$ cat config.mk
export PLATFORM = sky130hd
export DESIGN_NAME = dbg_sync_responder
export DESIGN_NICKNAME = d
export VERILOG_FILES = /design/src/rtl/dbg_sync_pkg.sv /design/src/rtl/dbg_low_run_meter.sv /design/src/rtl/dbg_phase_timer.sv /design/src/rtl/dbg_sync_responder.sv
export SDC_FILE = /design/constraint.sdc
export NUM_CORES = 1
export LEC_CHECK = 0
export ABC_AREA = 1
export BUFFER_PORTS_ARGS = -buffer_cell sky130_fd_sc_hd__buf_2
export CAP_MARGIN = 0
export CORE_AREA = 8 8 68 70
export CTS_BUF_LIST = sky130_fd_sc_hd__clkbuf_4
export DETAILED_ROUTE_END_ITERATION = 10
export DIE_AREA = 0 0 76 78
export SLEW_MARGIN = 30
export SYNTH_ARGS = -nofsm -noshare
export SYNTH_HDL_FRONTEND = slang
export SYNTH_HIERARCHICAL = 1
export SYNTH_SLANG_ARGS = --single-unit
export TNS_END_PERCENT = 30
$ cat constraint.sdc
create_clock -name clk -period 1.8 [get_ports clk]
set_input_delay 0.45 -clock clk [delete_from_list [all_inputs] [get_ports clk]]
set_output_delay 0.45 -clock clk [all_outputs]
set_load 0.005 [all_outputs]
$ cat src/rtl/dbg_sync_pkg.sv
package dbg_sync_pkg;

    typedef enum logic [2:0] {
        RS_IDLE,
        RS_WAIT_HIGH,
        RS_GUARD,
        RS_PULSE,
        RS_SPEEDUP
    } resp_state_t;

endpackage

$ cat src/rtl/dbg_low_run_meter.sv
module dbg_low_run_meter #(
    parameter int LIMIT = 128
) (
    input  logic clk,
    input  logic rst_n,
    input  logic enable,
    input  logic line_in,
    output logic long_low
);
    localparam int CW = $clog2(LIMIT + 1);
    localparam logic [CW-1:0] LIMIT_V = CW'(LIMIT);

    logic [CW-1:0] run_cnt;

    always_ff @(posedge clk or negedge rst_n) begin
        if (!rst_n) begin
            run_cnt <= '0;
        end else if (!enable || line_in) begin
            run_cnt <= '0;
        end else if (run_cnt != LIMIT_V) begin
            run_cnt <= run_cnt + 1'b1;
        end
    end

    assign long_low = (run_cnt == LIMIT_V);
endmodule

$ cat src/rtl/dbg_phase_timer.sv
module dbg_phase_timer #(
    parameter int W = 8
) (
    input  logic         clk,
    input  logic         rst_n,
    input  logic         load,
    input  logic [W-1:0] load_val,
    output logic         expired
);
    logic [W-1:0] remain;

    always_ff @(posedge clk or negedge rst_n) begin
        if (!rst_n) begin
            remain <= '0;
        end else if (load) begin
            remain <= load_val;
        end else if (remain != '0) begin
            remain <= remain - 1'b1;
        end
    end

    assign expired = (remain == '0);
endmodule

$ cat src/rtl/dbg_sync_responder.sv
module dbg_sync_responder
    import dbg_sync_pkg::*;
#(
    parameter int DETECT_CYCLES = 128,
    parameter int GUARD_CYCLES  = 16,
    parameter int PULSE_CYCLES  = 128
) (
    input  logic clk,
    input  logic rst_n,
    input  logic line_in,
    output logic pin_oe,
    output logic pin_out,
    output logic sync_seen
);
    localparam int LONGEST = (GUARD_CYCLES > PULSE_CYCLES) ? GUARD_CYCLES : PULSE_CYCLES;
    localparam int TW      = $clog2(LONGEST + 1);
    localparam logic [TW-1:0] GUARD_LOAD = TW'(GUARD_CYCLES - 1);
    localparam logic [TW-1:0] PULSE_LOAD = TW'(PULSE_CYCLES - 1);

    resp_state_t state_q, state_d;
    logic        long_low;
    logic        tmr_load;
    logic [TW-1:0] tmr_val;
    logic        tmr_done;

    dbg_low_run_meter #(.LIMIT(DETECT_CYCLES)) u_meter (
        .clk      (clk),
        .rst_n    (rst_n),
        .enable   (state_q == RS_IDLE),
        .line_in  (line_in),
        .long_low (long_low)
    );

    dbg_phase_timer #(.W(TW)) u_timer (
        .clk      (clk),
        .rst_n    (rst_n),
        .load     (tmr_load),
        .load_val (tmr_val),
        .expired  (tmr_done)
    );

    // state register
    always_ff @(posedge clk or negedge rst_n) begin
        if (!rst_n) begin
            state_q <= RS_IDLE;
        end else begin
            state_q <= state_d;
        end
    end

    // next state and timer loads
    always_comb begin
        state_d  = state_q;
        tmr_load = 1'b0;
        tmr_val  = GUARD_LOAD;
        unique case (state_q)
            RS_IDLE: begin
                if (long_low) state_d = RS_WAIT_HIGH;
            end
            RS_WAIT_HIGH: begin
                if (line_in) begin
                    state_d  = RS_GUARD;
                    tmr_load = 1'b1;
                    tmr_val  = GUARD_LOAD;
                end
            end
            RS_GUARD: begin
                if (tmr_done) begin
                    state_d  = RS_PULSE;
                    tmr_load = 1'b1;
                    tmr_val  = PULSE_LOAD;
                end
            end
            RS_PULSE: begin
                if (tmr_done) state_d = RS_SPEEDUP;
            end
            RS_SPEEDUP: begin
                state_d = RS_IDLE;
            end
            default: state_d = RS_IDLE;
        endcase
    end

    // outputs
    always_comb begin
        pin_oe    = 1'b0;
        pin_out   = 1'b1;
        sync_seen = 1'b0;
        unique case (state_q)
            RS_IDLE:      sync_seen = long_low;
            RS_WAIT_HIGH: ;
            RS_GUARD:     ;
            RS_PULSE: begin
                pin_oe  = 1'b1;
                pin_out = 1'b0;
            end
            RS_SPEEDUP: begin
                pin_oe  = 1'b1;
                pin_out = 1'b1;
            end
            default: ;
        endcase
    end
endmodule

Yosys cells after proc, flatten, opt, wreduce, memory -nomap -nowiden --
Cells that the tools add are included.
Cells by class: equality and inequality tests 10, mux-type cells 17, reductions and logical operators 9, add/subtract/negate cells 2
Operators with widths (count):
- two-way mux 8 bit | 4
- two-way mux 7 bit | 2
- two-way mux 3 bit | 4
- one-hot mux 3 bit (4 select lines) | 1
- adder 8 x 1 -> 8 bit (second input constant) | 1
- equality test 8 bit (second input constant) | 1
- logical NOT 8 bit | 1
- inequality test 2 bit (second input constant) | 4
- inequality test 8 bit (second input constant) | 1
- nonzero test 8 bit | 1
- subtractor 8 x 1 -> 8 bit (second input constant) | 1
- equality test 3 x 2 -> 1 bit (second input constant) | 2
- two-way mux 1 bit | 5
- AND reduction 4 bit | 1
- nonzero test 2 bit | 2
- equality test 3 x 1 -> 1 bit (second input constant) | 1
- equality test 3 bit (second input constant) | 1
- logical NOT 3 bit | 1
- one-hot mux 1 bit (2 select lines) | 1
- OR reduction 2 bit | 1
- logical NOT 1 bit | 1
- logical OR 1 bit | 1
Storage, ports and cells: bits in registers 19, output and inout bits 3, logic and storage cells 41

Depth between registers and ports, before layout --
Gate-level depths: netlist of run 1.
depth after elaboration 4, mapped depth 11, depth with buffers taken out 10

Hierarchy --
The synthesis of run 1 kept the hierarchy.
By module, submodules not included:
- dbg_phase_timer | seq. area each 200.2 µm², cells each 71, area each 513.0 µm², instances 1
- dbg_low_run_meter | seq. area each 200.2 µm², cells each 63, area each 464.2 µm², instances 1
- dbg_sync_responder | seq. area each 75.1 µm², cells each 30, area each 222.7 µm², instances 1

Worst setup path after synthesis of run 1 --
Ideal clock, no wire load.
path type reg-to-reg, start register u_timer.remain[0], end register u_timer.remain[0], required time 1682 ps, data arrival time 1732 ps, stages on the path, launching flop included 11, clock period less this slack 1851 ps, slack -51 ps, path buffers 1, path through dfrtp_1 > inv_1 > ha_1 > nand2_2 > nor2_4 > bufinv_8 > o21ai_2 > buf_2 > o21ai_0 > nand2_1 > o21ai_2
Between the ends: longest elaborated chain between the ends 4, elaborated cells on any way between the ends 8, classes of those cells add/sub: 1; mux: 4; reduce/logical: 3
Ends and longest elaborated chain:
- start, declared | RTL line dbg_phase_timer.sv:10 | logic [W-1:0] remain;
- start signal, assigned | RTL line dbg_phase_timer.sv:16 | remain <= load_val;
- start signal, assigned | RTL line dbg_phase_timer.sv:18 | remain <= remain - 1'b1;
- logical NOT 8 bit * | RTL line dbg_phase_timer.sv:22 | assign expired = (remain == '0);
- via tmr_done | RTL line dbg_sync_responder.sv:24 | logic tmr_done;
- two-way mux 1 bit * | RTL line dbg_sync_responder.sv:68 | if (tmr_done) begin
- one-hot mux 1 bit (2 select lines) * | RTL line dbg_sync_responder.sv:56 | unique case (state_q)
- via tmr_load | RTL line dbg_sync_responder.sv:22 | logic tmr_load;
- two-way mux 8 bit or nonzero test 2 bit (tied branches)
The timed path passes the listed nets; every way through them passes the cells marked *. The select of a mux whose other input is x is not followed. A chain may end at the register's enable or synchronous reset.

Final worst setup path of run 1 --
start register u_meter.run_cnt[0], end output sync_seen
Between the ends: longest elaborated chain between the ends 2
Ends and longest elaborated chain:
- start, declared | RTL line dbg_low_run_meter.sv:13 | logic [CW-1:0] run_cnt;
- start signal, assigned | RTL line dbg_low_run_meter.sv:21 | run_cnt <= run_cnt + 1'b1;
- equality test 8 bit | RTL line dbg_low_run_meter.sv:25 | assign long_low = (run_cnt == LIMIT_V);
- via long_low | RTL line dbg_sync_responder.sv:21 | logic long_low;
- two-way mux 1 bit | RTL line dbg_sync_responder.sv:89 | unique case (state_q)
- end, declared | RTL line dbg_sync_responder.sv:13 | output logic sync_seen
The timed path passes the listed nets, and every way through them passes these cells.

==> results of run 1 <==
==> critical path, stage by stage, from the launching register on <==
cell and delay [ps]:
dfrtp_1 410, inv_2 80, ha_4 130, nand3_2 60, nor2_2 110, inv_1 70, nor3_2 90, buf_2 130
==> metal layers <==
metal  part of all wire [%]  wire length (um)  global-route usage (%)
met3                    1.7                39                   1.382
met5                      0                 0                       0
met2                     46              1087                   13.88
met1                     51              1196                   11.47
met4                    1.2                29                   5.294
==> registers in the layout (all words and copies together) (netlist names) <==
| signal | count |
|---|---|
| state_q | 3 |
| u_meter/run_cnt | 8 |
| u_timer/remain | 8 |
==> through the flow <==
| stage | util [%] | setup TNS (ps) |
|---|---|---|
| floorplan | - | 0 |
| global placement | 38.13 | 0 |
| detailed placement | 38.13 | 0 |
| CTS | 41.30 | -66.68 |
| global route | 41.79 | -161.1 |
| finish | 41.79 | -19.79 |
==> cell usage in the layout, fill, tap and decap left out, drive strengths merged <==
cell type and instances:
xor2 1, clkbuf 4, nand2 48, a21oi 2
conb 5, dfrtp 19, nand3b 1, inv 19
or2 1, nor3b 1, nor2 30, a21boi 1
bufinv 1, nand3 17, buf 20, o21ai 10
ha 3, nor3 3, xnor2 2, nand4 2
==> cell families after synthesis <==
kind of cell,count (synthesis)
buffers and inverters,21
DFF,19
AOI/OAI and AO/OA,13
and+or+nand+nor,103
xor gates and xnor gates,3
other,2
adders and majority gates,3
==> area by class of cell <==
class                           instances  area [um^2]  area share (%)
Timing Repair Buffer                   20        137.6           9.275
Sequential cell                        19        475.5           32.04
Multi-Input combinational cell        127        691.9           46.63
Inverter                               20        88.84           5.987
Clock buffer                            4        30.03           2.024
Tap cell                               48        60.06           4.047
==> power by group <==
part	total [W]	leakage (nW)	switching [W]	internal, W
Sequential	0.000712	0.245	0.000149	0.000562
Combinational	0.000974	0.435	0.000559	0.000415
Clock	0.000229	0.0184	0.000127	0.000101
==> worst max path at each step <==
stage                                    to  slack [ps]  cells after the start
after global placement            sync_seen         110                      7
after global routing              sync_seen        -160                      7
after CTS                         sync_seen         -70                      7
after floorplan           u_timer/remain[0]          20                     10
final                             sync_seen         -20                      7
after detailed placement  u_timer/remain[6]          40                     10
==> what timing repair did <==
action / in CTS / in global routing
pin swaps: 4 / 1
setup endpoints to repair: 1 / 11
gates resized for setup: 6 / 5
setup buffers: 8 / 1
==> reports/qor.yml, run 1 <==
grtUsageTotal_pct: 8.942
worstPathMaxFanout: 2
dp_hpwl_mm: 1.763
wl_per_cell_um: 9.887
power.density_nw_per_um2: 1290
cts_buffers: 3
status: "finished with violations"
synth_cells: 164
cap_violations: 0
antenna_found_initial: 0
synth.area.top_cells: "dfrtp_1 (40%), nand2_1 (14%), nor2_1 (6.9%)"
min_path_type: "in -> async"
grt_pass1_vias: 1068
timing.rr.start: "u_timer/remain[1]"
root_buffer: "clkbuf_4"
holdWs_ps: 82.88
clock_path_buffers: 2
cts_tree: "built"
synthMuxAreaShare_pct: 0
r2r_slack_ps: 160
cts.htree.levels: 1
synthTopCellsByCount: "nand2_1 (44), nor2_1 (22), dfrtp_1 (19)"
die_w_um: 76
dr_total_vias: 1047
grt-ovfl-total: 0
finClkSkew_ps: 3.125
avgSynthCellArea_um2: 7.316
violations: "setup timing"
ff2ff_path_depth: 10
synth-seq-area-share_pct: 39.62
pre_cts_ws_ps: 35.31
worstSkewPairLatency_ps: 290
async_reset_ff_share_pct: 100.0
stdcell_count: 238
yosysMostFrequentCell: "nand2_1"
finalPower_w: 0.001915
critPathLaunchType: "flop"
die_area_um2: 5928
reg2reg_to: "u_timer/remain[1]"
yosys.area.top_type: "dfrtp_1"
n_antenna_cell: 0
yosysUniqueCellTypes: 27
cts_sinks: 19
drt_pass1_iterations: 4
cts.reportedPaths.clkPinSlew_ps: 110
start_util_pct: 33.79
dpl_cell_area_um2: 1354
clock.fmax_mhz: 549.5
yosys.area_share.simple_pct: 39.73
synth-edff-count: 0
vias_per_cell: 4.399
dp.cells: 227
drive_gt1_share_pct: 27.89
core-area_um2: 3551
drv_slew: 0
required_ps: 1350
hold_viol_final: 0
ant_nets: 0
drt_iter0_drc: 26
cts_hold_buf: 0
nets: 197
io_pins: 6
cp-startpoint: "u_meter/run_cnt[0]"
postLayoutCellArea_um2: 1484
num_rows: 22
worstPathArrival_ps: 1370
area_growth_syn_to_layout_pct: 23.67
synth_ff_type: "dfrtp_1"
drt_wl_total_mm: 2.353
grt_max_degree: 20
critPathKind: "reg -> out"
die_height_um: 78
post-route-drc-count: 0
syn-cell-area_um2: 1200
yosysWarnings: 6
synth_seq_cells: 19
routabilityCongestion: 0.7645
io_buffers: 5
post-route-period-util_pct: 101.1
fillCellCount: 369
finalSetupViolations: 1
synth-xor-area-share_pct: 2.190
synth_top_family_by_area: "simple AND/OR/NAND/NOR gates"
rsz0062_at_grt: "yes"
synth-adder-area-share_pct: 3.128
grt_pass1_wl_mm: 4.409
fin_ws_ps: -19.79
ir_worst_vdd_uv: 802.2
fin_crit_ps: 1820
synthDominantCellAreaShare_pct: 39.62
crit_path_end_kind: "output pin"
synth_compound_area_share_pct: 6.882
power.leakage_nw: 0.6979
(Power assumes the default switching activity.)
==> run 2, diff against run 1 <==
--- a/config.mk
+++ b/config.mk
@@ -8,3 +8,3 @@
 export ABC_AREA = 1
-export BUFFER_PORTS_ARGS = -buffer_cell sky130_fd_sc_hd__buf_2
+export BUFFER_PORTS_ARGS = -buffer_cell sky130_fd_sc_hd__buf_4
 export CAP_MARGIN = 0
--- a/constraint.sdc
+++ b/constraint.sdc
@@ -3,2 +3,2 @@
 set_output_delay 0.45 -clock clk [all_outputs]
-set_load 0.005 [all_outputs]
+set_load 0.01 [all_outputs]
==> run 2 against run 1 <==
Largest power group unchanged. The run still ends with setup timing left. Cell area increased by 2.8%. Critical endpoint unchanged. Non-clock buffer count up 4. Critical path type unchanged. Utilization increased by 1.2 points. Final cell count grew 1.7%.
==> reports/qor.yml, run 2 (synthesis results as in run 1) <==
r2r_slack_ps: -10  # -170 ps
critPathKind: "reg -> out"
cts_tree: "built"
finClkSkew_ps: 9.497  # +6.372 ps
top_regs: "u_meter/run_cnt: 8 flops, u_timer/remain: 8 flops, state_q: 3 flops"
drive_gt1_share_pct: 29.90  # +2.0 points
post-route-drc-count: 0  # unchanged
worstPathArrival_ps: 1400  # +30 ps
fillCellCount: 357  # -3.3%
fin_crit_ps: 1848  # +27.86 ps
antenna_found_initial: 0  # unchanged
area_growth_syn_to_layout_pct: 27.11
io_buffers: 5  # unchanged
clock_path_buffers: 2  # unchanged
die_area_um2: 5928  # unchanged
violations: "setup timing"
critPathLaunchType: "flop"
cp-startpoint: "u_meter/run_cnt[0]"
core-area_um2: 3551  # unchanged
cts_sinks: 19  # unchanged
endpoint: "sync_seen"
ff2ff_path_depth: 14  # +4
power.leakage_nw: 0.7165  # +2.7%
dr_total_vias: 1057  # +0.96%
status: "finished with violations"
die_height_um: 78  # unchanged
layout_commonest_cell: "nand2_1"
ff_latch_area_um2: 476.7  # +0.26%
start_util_pct: 33.79  # unchanged
fin_ws_ps: -47.65  # -27.86 ps
crit_path_end_kind: "output pin"
postLayoutCellArea_um2: 1525  # +2.8%
grt_pass1_vias: 987  # -7.6%
final_cell_mix: "nand2_1 (44), buf_4 (23), nor2_1 (22)"
required_ps: 1350  # about the same
worstPathMaxFanout: 2  # unchanged
grt-ovfl-total: 0  # unchanged
cap_violations: 0  # unchanged
ant_nets: 0  # unchanged
dp_hpwl_mm: 1.755  # -0.46%
power.density_nw_per_um2: 1267  # -1.8%
post-route-period-util_pct: 102.6  # +1.5 points
io_pins: 6  # unchanged
cts_buffers: 3  # unchanged
grtUsageTotal_pct: 8.335  # -0.61 points
root_buffer: "clkbuf_4"
rsz0062_at_grt: "yes"
wl_per_cell_um: 9.657  # -2.3%
multi_input_area_um2: 686.9  # -0.72%
reg2reg_to: "state_q[0]"
n_antenna_cell: 0  # unchanged
drt_iter0_drc: 34  # +31%
die_w_um: 76  # unchanged
finalSetupViolations: 2  # +1
drt_wl_total_mm: 2.337  # -0.68%
hold_viol_final: 0  # unchanged
min_path_type: "in -> reg"
grt_max_degree: 20  # unchanged
clock.fmax_mhz: 541.2  # -1.5%
cts.htree.levels: 1  # unchanged
num_rows: 22  # unchanged
hp-start: "line_in"
nets: 201  # +2.0%
drt_pass1_iterations: 4  # unchanged
tns_ps: -53.76  # -33.97 ps
worstSkewPairLatency_ps: 310  # +20 ps
dpl_cell_area_um2: 1381  # +2.0%
drv_slew: 0  # unchanged
timing.rr.start: "u_meter/run_cnt[0]"
ir_worst_vdd_uv: 609.8  # -24%
cts.reportedPaths.clkPinSlew_ps: 100  # about the same
vias_per_cell: 4.368  # -0.71%
grt_pass1_wl_mm: 4.105  # -6.9%
routabilityCongestion: 0.7910  # +3.5%
## run 2: worst min-delay path by stage
| stage | endpoint | slack (ps) | cells after the start |
|---|---|---|---|
| after floorplan | state_q[0] | 150 | 0 |
| after detailed placement | u_meter/run_cnt[3] | 350 | 1 |
| final | u_meter/run_cnt[5] | 440 | 4 |
| after CTS | u_meter/run_cnt[5] | 430 | 4 |
| after global routing | u_meter/run_cnt[6] | 460 | 4 |
| after global placement | u_meter/run_cnt[3] | 350 | 1 |
## run 2: where the power goes
part,switching (W),internal (W)
combinational,0.000550,0.000440
clock,0.000138,0.000102
sequential,0.000138,0.000565
total,0.000826,0.00111
## run 2: layout make-up
cell class,count,area share [%]
clock buffers,4,1.969
multi-input cells,127,45.04
repair buffers,24,11.98
flip-flops and latches,19,31.26
well taps,48,3.938
inverters,20,5.824
## run 2: timing repair
action	CTS	global route
gates resized for setup	10	2
hold buffers	1	0
endpoints found under the setup margin	1	7
endpoints found under the hold margin	4	0
pin swaps	3	0
setup buffers	6	2
## run 2: metrics by stage
step	util [%]	std cells	power, W	hold WS [ps]	setup slack, ps
after floorplan	-	167	0.001371	154.4	16.36
after global placement	38.90	229	0.001631	347.0	103.2
after detailed placement	38.90	229	0.001638	346.2	90.51
after CTS	42.42	240	0.001925	429.8	-48.57
after global routing	42.95	242	0.002126	456.9	-133.1
final	42.95	242	0.001932	443.3	-47.65
## run 2: worst max-delay path: stages (launching register included)
cell and delay [ps]:
dfrtp_1 410, inv_2 80, ha_4 140, nand3_4 70
nor2_4 110, inv_2 50, nor3_2 90, buf_4 140
## run 2: per-layer routing
layer | GRT usage (%) | routed length [um]
met2 | 13.80 | 1118
met5 | 0 | 0
met3 | 1.498 | 48
met4 | 5.294 | 55
met1 | 9.769 | 1114
